File: config.mk
export PLATFORM = sky130hd
export DESIGN_NAME = shp_rate_conv
export DESIGN_NICKNAME = d
export VERILOG_FILES = /design/src/rtl/shp_pkg.sv /design/src/rtl/shp_tick_sel.sv /design/src/rtl/shp_restoring_div.sv /design/src/rtl/shp_rate_conv.sv
export SDC_FILE = /design/constraint.sdc
export NUM_CORES = 2
export LEC_CHECK = 0
export ABC_AREA = 1
export BUFFER_PORTS_ARGS = -buffer_cell sky130_fd_sc_hd__clkbuf_2
export CAP_MARGIN = 15
export CORE_AREA = 2 2 290 292
export DETAILED_ROUTE_END_ITERATION = 10
export DIE_AREA = 0 0 292 294
export GPL_TIMING_DRIVEN = 0
export SLEW_MARGIN = 20
export SYNTH_ARGS = -nofsm -noshare
export SYNTH_HDL_FRONTEND = slang
export SYNTH_SLANG_ARGS = --single-unit
File: constraint.sdc
create_clock -name clk -period 11.46 [get_ports clk]
set_input_delay 0.573 -clock clk [delete_from_list [all_inputs] [get_ports clk]]
set_output_delay 0.573 -clock clk [all_outputs]
set_load 0.03 [all_outputs]
File: src/rtl/shp_pkg.sv
package shp_pkg;
  typedef enum logic [2:0] {
    ST_IDLE,
    ST_BASE,
    ST_SRCH_DN,
    ST_SRCH_UP,
    ST_MANT,
    ST_FIN
  } shp_state_e;

  // 126 * 8 * 1000: rate numerator with mantissa 126 and both exponents 0
  localparam int unsigned BASE_NUM_I = 1008000;
  localparam int unsigned MANT_FIX_I = 126;
  localparam int unsigned UNIT_DIV_I = 8000;
endpackage

File: src/rtl/shp_tick_sel.sv
module shp_tick_sel #(
  parameter int N_LVL  = 4,
  parameter int LVL_W  = 3,
  parameter int TICK_W = 16,
  parameter logic [N_LVL*TICK_W-1:0] TICKS = '0
) (
  input  logic [LVL_W-1:0]  level,
  output logic [TICK_W-1:0] tick,
  output logic              lvl_ok
);
  logic [N_LVL-1:0]  hit;
  logic [TICK_W-1:0] part [N_LVL];

  for (genvar i = 0; i < N_LVL; i++) begin : g_lvl
    assign hit[i]  = (int'(level) == i);
    assign part[i] = hit[i] ? TICKS[i*TICK_W +: TICK_W] : '0;
  end

  always_comb begin
    tick = '0;
    for (int i = 0; i < N_LVL; i++) tick = tick | part[i];
  end

  assign lvl_ok = |hit;
endmodule

File: src/rtl/shp_restoring_div.sv
module shp_restoring_div #(
  parameter int W = 48
) (
  input  logic         clk,
  input  logic         rst_n,
  input  logic         go,
  input  logic [W-1:0] num,
  input  logic [W-1:0] den,
  output logic         done,
  output logic [W-1:0] quo
);
  localparam int CW = $clog2(W + 1);

  logic [W-1:0]  rem_r, quo_r, den_r, num_r;
  logic [CW-1:0] cnt;
  logic          run;
  logic [W:0]    shifted, diff;
  logic          ge;

  assign shifted = {rem_r, quo_r[W-1]};
  assign ge      = shifted >= {1'b0, den_r};
  assign diff    = shifted - {1'b0, den_r};
  assign quo     = quo_r;

  always_ff @(posedge clk) begin
    if (!rst_n) begin
      rem_r <= '0;
      quo_r <= '0;
      den_r <= '0;
      num_r <= '0;
      cnt   <= '0;
      run   <= 1'b0;
      done  <= 1'b0;
    end else begin
      done <= 1'b0;
      if (go) begin
        rem_r <= '0;
        quo_r <= num;
        den_r <= den;
        num_r <= num;
        cnt   <= CW'(W);
        run   <= 1'b1;
      end else if (run) begin
        rem_r <= ge ? diff[W-1:0] : shifted[W-1:0];
        quo_r <= {quo_r[W-2:0], ge};
        cnt   <= cnt - 1'b1;
        if (cnt == CW'(1)) begin
          run  <= 1'b0;
          done <= 1'b1;
        end
      end
    end
  end

  logic [2*W-1:0] prod;
  assign prod = {{W{1'b0}}, quo_r} * {{W{1'b0}}, den_r};

  // every quotient handed to the sequencer is the truncated one
  assert_quot_bounds_R4: assert property (@(posedge clk) disable iff (!rst_n)
    done |-> (prod <= {{W{1'b0}}, num_r}) &&
             ({{W{1'b0}}, num_r} - prod < {{W{1'b0}}, den_r}));
endmodule

File: src/rtl/shp_rate_conv.sv
module shp_rate_conv #(
  parameter int RATE_W  = 32,
  parameter int LVL_W   = 3,
  parameter int N_LVL   = 4,
  parameter int TICK_W  = 16,
  parameter int MANT_W  = 8,
  parameter int EXP_W   = 4,
  parameter int EXP_MAX = 15,
  parameter int DW      = 48,
  parameter logic [N_LVL*TICK_W-1:0] TICKS = {16'd1536, 16'd48, 16'd192, 16'd1536}
) (
  input  logic              clk,
  input  logic              rst_n,
  input  logic              in_valid,
  output logic              in_ready,
  input  logic [RATE_W-1:0] in_rate,
  input  logic [LVL_W-1:0]  in_level,
  output logic              out_valid,
  output logic [MANT_W-1:0] out_mant,
  output logic [EXP_W-1:0]  out_up,
  output logic [EXP_W-1:0]  out_down,
  output logic              out_err
);
  import shp_pkg::*;

  localparam logic [DW-1:0]    BASE_NUM = DW'(BASE_NUM_I);
  localparam logic [DW-1:0]    UNIT_DIV = DW'(UNIT_DIV_I);
  localparam logic [DW-1:0]    HALF_DIV = DW'(UNIT_DIV_I / 2);
  localparam logic [MANT_W-1:0] MANT_FIX = MANT_W'(MANT_FIX_I);
  localparam logic [EXP_W-1:0]  EXP_TOP  = EXP_W'(EXP_MAX);

  shp_state_e        state;
  logic [TICK_W-1:0] tick;
  logic              lvl_ok;
  logic [DW-1:0]     req_r, tick_r;
  logic              div_go, div_done;
  logic [DW-1:0]     div_num, div_den, q;

  shp_tick_sel #(.N_LVL(N_LVL), .LVL_W(LVL_W), .TICK_W(TICK_W), .TICKS(TICKS)) tick_i (
    .level(in_level), .tick(tick), .lvl_ok(lvl_ok)
  );

  shp_restoring_div #(.W(DW)) div_i (
    .clk(clk), .rst_n(rst_n), .go(div_go), .num(div_num), .den(div_den),
    .done(div_done), .quo(q)
  );

  assign in_ready  = (state == ST_IDLE);
  assign out_valid = (state == ST_FIN);

  always_ff @(posedge clk) begin
    if (!rst_n) begin
      state    <= ST_IDLE;
      req_r    <= '0;
      tick_r   <= '0;
      div_go   <= 1'b0;
      div_num  <= '0;
      div_den  <= '0;
      out_mant <= '0;
      out_up   <= '0;
      out_down <= '0;
      out_err  <= 1'b0;
    end else begin
      div_go <= 1'b0;
      case (state)
        ST_IDLE: if (in_valid) begin
          req_r    <= DW'(in_rate);
          out_mant <= '0;
          out_up   <= '0;
          out_down <= '0;
          out_err  <= 1'b0;
          if (!lvl_ok) begin
            out_err <= 1'b1;
            state   <= ST_FIN;
          end else begin
            tick_r  <= DW'(tick);
            div_go  <= 1'b1;
            div_num <= BASE_NUM + (DW'(tick) >> 1) - DW'(1);
            div_den <= DW'(tick);
            state   <= ST_BASE;
          end
        end
        ST_BASE: if (div_done) begin
          if (q == req_r) begin
            out_mant <= MANT_FIX;
            state    <= ST_FIN;
          end else if (q > req_r) begin
            out_down <= EXP_W'(1);
            div_go   <= 1'b1;
            div_num  <= BASE_NUM;
            div_den  <= tick_r << 1;
            state    <= ST_SRCH_DN;
          end else begin
            out_up  <= EXP_W'(1);
            div_go  <= 1'b1;
            div_num <= (BASE_NUM << 1) + (tick_r >> 1);
            div_den <= tick_r;
            state   <= ST_SRCH_UP;
          end
        end
        ST_SRCH_DN: if (div_done) begin
          if (q <= req_r) begin
            if (q == req_r) begin
              out_mant <= MANT_FIX;
              state    <= ST_FIN;
            end else begin
              div_go  <= 1'b1;
              div_num <= ((req_r * tick_r) << out_down) + HALF_DIV;
              div_den <= UNIT_DIV;
              state   <= ST_MANT;
            end
          end else if (out_down == EXP_TOP) begin
            out_err  <= 1'b1;
            out_down <= '0;
            state    <= ST_FIN;
          end else begin
            out_down <= out_down + EXP_W'(1);
            div_go   <= 1'b1;
            div_num  <= BASE_NUM;
            div_den  <= tick_r << (out_down + EXP_W'(1));
            state    <= ST_SRCH_DN;
          end
        end
        ST_SRCH_UP: if (div_done) begin
          if (q >= req_r) begin
            if (q == req_r) begin
              out_mant <= MANT_FIX;
              state    <= ST_FIN;
            end else begin
              out_up  <= out_up - EXP_W'(1);
              div_go  <= 1'b1;
              div_num <= (req_r * tick_r) + (HALF_DIV << (out_up - EXP_W'(1)));
              div_den <= UNIT_DIV << (out_up - EXP_W'(1));
              state   <= ST_MANT;
            end
          end else if (out_up == EXP_TOP) begin
            out_err <= 1'b1;
            out_up  <= '0;
            state   <= ST_FIN;
          end else begin
            out_up  <= out_up + EXP_W'(1);
            div_go  <= 1'b1;
            div_num <= (BASE_NUM << (out_up + EXP_W'(1))) + (tick_r >> 1);
            div_den <= tick_r;
            state   <= ST_SRCH_UP;
          end
        end
        ST_MANT: if (div_done) begin
          out_mant <= q[MANT_W-1:0];
          state    <= ST_FIN;
        end
        default: state <= ST_IDLE;
      endcase
    end
  end

  // the result strobe never lasts two cycles
  assert_done_pulse_R2: assert property (@(posedge clk) disable iff (!rst_n)
    out_valid |=> !out_valid);

  // a taken request closes the input until the result
  assert_busy_closed_R1: assert property (@(posedge clk) disable iff (!rst_n)
    (in_valid && in_ready) |=> !in_ready);

  // a bad level is answered on the very next cycle with an error
  assert_level_err_R3: assert property (@(posedge clk) disable iff (!rst_n)
    (in_valid && in_ready && (int'(in_level) >= N_LVL)) |=>
      (out_valid && out_err && out_mant == '0));

  // an error result carries no parameters
  assert_err_clean_R9: assert property (@(posedge clk) disable iff (!rst_n)
    (out_valid && out_err) |-> (out_up == '0 && out_down == '0 && out_mant == '0));

  // only one of the two exponents is ever in use
  assert_one_exp_R10: assert property (@(posedge clk) disable iff (!rst_n)
    out_valid |-> (out_up == '0 || out_down == '0));
endmodule

==> flow_summary.toml <==
[synthesis]
number_of_enable_type_register_cells_in_the_synthesized_netlist = 0
post_synthesis_register_bit_count = 254
synthesis.yosys.warnings = 0
synth.yosys.seq_area_share = 0.1773
mappedNetlistArea_um2 = 28680
synth_area_per_cell_um2 = 6.553
syn_nets = 4828
syn-instance-count = 4377
async_flop_share = 0
postSynth.topFlopCell = "sky130_fd_sc_hd__dfxtp_1"
netlist-cell-type-count = 68

[worst_setup_path]
slowest_delay_ps = 720
path_max_fanout = 10
critical_path_arrival_ps = 10380
critPathRequiredTime_ps = 11880
destination_of_the_worst_register_to_register_timing_path = "div_num[25]"
rrSetupSlack_ps = 1510
regToRegStartpoint = "tick_r[7]"
crit_path_category = "reg2reg"
crit_path_top_delay_cell = "sky130_fd_sc_hd__buf_1"
critical_path.most_common_cell = "sky130_fd_sc_hd__nand2_1"
worstSetupStartpointType = "register"
timing.critical_path.to_type = "register"
reg2reg_depth = 41

[finish]
layout.cells.most_common_list = "sky130_fd_sc_hd__nand2_1, sky130_fd_sc_hd__inv_1, sky130_fd_sc_hd__nand3_1"
design.final.nets = 4912
area_growth_syn_to_layout_pct = 8.855
postLayoutCoreUtil = 0.3767
filler_cell_count = 9002
post_route_cells_drive_above_1_share = 0.08346
final_common_cell = "sky130_fd_sc_hd__nand2_1"

[global_routing]
pin_count_of_the_biggest_net_entering_global_routing = 15
via_count_of_the_first_global_routing_pass = 27432
first_pass_grt_wire_length_um = 159800
antenna_found_initial = 1
overflow = 0
groute.usage.overall = 0.2382

[clock_network]
clk_latency_ps = 590
cts_post_setup_buffers_inserted = 0
cts_tree = "done"
cts_buffer_depth = 3
tritoncts_num_sinks = 254
clkTransAtPathRegs_ps = 70
cts.htree.levels = 1
root_buffer = "sky130_fd_sc_hd__clkbuf_16"
cts_made_buffers = 26
cts_resized = 0
cts-hold-fix-buffers = 0

[timing]
setup_violations = 0
setup_tns_ps = 0
fin_crit_sh = 0.8686
max_slew_margin = 0.3119
final_critical_path_setup_slack_ps = 1506
fmaxAchievable_mhz = 100.5
tightestPinTransition_ps = 1032
period_minus_slack_ps = 9954
hold_viol_final = 0
finalClockSkew_ps = 36.77
whs_ps = 306.3
slew_viol_final = 0
rsz0062_at_grt = "no"

[route]
routed-via-count = 29196
vias_per_cell = 5.249
wl_um = 103400
routedWlPerCell_um = 18.60
detailedRoute.firstPassIterationCount = 6
detail_route.drc_violations = 0
detail-route-antenna-nets = 0
drt_iter0_drc = 2708

[floorplanning]
die-width_um = 292
die-area_um2 = 85850
core-area_um2 = 82890
initial_utilization = 0.3460
rows = 106
die_y_um = 294
pin_count = 57

[job]
maxCapViolations = 0

[outcome]
run_status = "finished, final reports clean"

[placed_design]
place.detailed.hpwl_um = 86620
place.gp.congestion = 0.9920
place_worst_setup_slack_ps = 1563
portBuffers = 56

[worst_hold_path]
hold_path_startpoint = "in_rate[7]"
timing.hold.worst.class = "in2reg"
holdPathEnd = "req_r[7]"
worst_hold_path.num_cells = 3

[pwr]
total_leakage_power_nw = 16.28
design_power_total_w = 0.007293
vdd_ir_drop_max_v = 0.0001623
power_density_normalized_to_cell_area_nw_per_um2 = 233.6
==> through the flow <==
stage | std cells | cell area [um^2]
3_5_place_dp | 5513 | 30320
3_3_place_gp | 5513 | 30310
5_1_grt | 5561 | 31220
6_report | 5562 | 31220
2_1_floorplan | 4377 | 28680
4_1_cts | 5561 | 31220
==> power breakdown <==
group / internal (W) / switching [W]
Combinational: 0.00153 / 0.00353
Clock: 0.000521 / 0.000399
Sequential: 0.00109 / 0.000219
==> metal layers <==
layer | global-route usage | vias up | part of all wire
met5 | 0 | - | 0
met3 | 0.02273 | 136 | 0.065
met2 | 0.3936 | 935 | 0.45
li1 | - | 14477 | -
met1 | 0.3255 | 13648 | 0.45
met4 | 0.07732 | 0 | 0.033
==> worst max-delay path: cells and delay by family, from the launching register on <==
family | cells | cell delay (ps)
DFF | 1 | 310
AOI/OAI and AO/OA | 6 | 1500
adders and majority gates | 8 | 3060
and+or+nand+nor | 15 | 1610
xor gates and xnor gates | 1 | 180
buffers and inverters | 11 | 3070
==> cell families after synthesis <==
family / Yosys count / synth area share
AND/OR/NAND/NOR: 1923 / 0.3066
buffers and inverters: 891 / 0.1227
AO/OA/AOI/OAI: 820 / 0.1625
adder cells (fa/ha/maj): 413 / 0.2076
flip-flops: 254 / 0.1773
XOR/XNOR: 75 / 0.02290
multiplexers: 1 / 0.0003490
==> synth_stat cells, drive strengths merged, types with 8 or more instances <==
master,n,area share
nand2,1103,0.15
inv,731,0.096
nand3,420,0.083
a21oi,345,0.063
ha,308,0.13
o21ai,281,0.050
nor2,278,0.044
dfxtp,254,0.18
fa,105,0.073
clkbuf,95,0.013
buf,58,0.013
nor3,54,0.0099
xor2,54,0.016
o211ai,40,0.010
nand4,35,0.0079
a22oi,28,0.0073
a31oi,25,0.0055
o22ai,23,0.0050
o221ai,21,0.0064
xnor2,21,0.0064
nor4,12,0.0031
a211oi,10,0.0026
o21bai,10,0.0026
or2,8,0.0017
==> final cells by class <==
cell class	instances	area, um^2	area share
buffer	154	752.0	0.02408
clock inverter	13	168.9	0.005410
tap	1080	1351	0.04328
timing repair buffer	56	280.3	0.008977
inverter	737	2769	0.08868
clock buffer	35	734.5	0.02352
sequential	254	5085	0.1629
antenna	1	2.502	0.00008015
multi-input combinational	3232	20080	0.6431
==> state kept, by name, summed over array words and instances, names as in the netlist <==
name         count
tick_r           3
out_down         4
div_i.run        1
div_i.rem_r     48
div_i.done       1
out_mant         8
out_err          1
div_i.den_r     24
state            3
div_i.cnt        6
div_i.quo       48
div_num         46
req_r           32
out_up           4
div_go           1
div_den         24
==> how the worst max path moves through the flow <==
stage | from | endpoint
floorplan | tick_r[7] | div_num[41]
global placement | tick_r[7] | div_num[25]
detailed placement | tick_r[7] | div_num[25]
CTS | tick_r[7] | div_num[25]
global route | tick_r[7] | div_num[25]
finish | tick_r[7] | div_num[25]
Note: power is estimated with default switching activity, not from simulation.
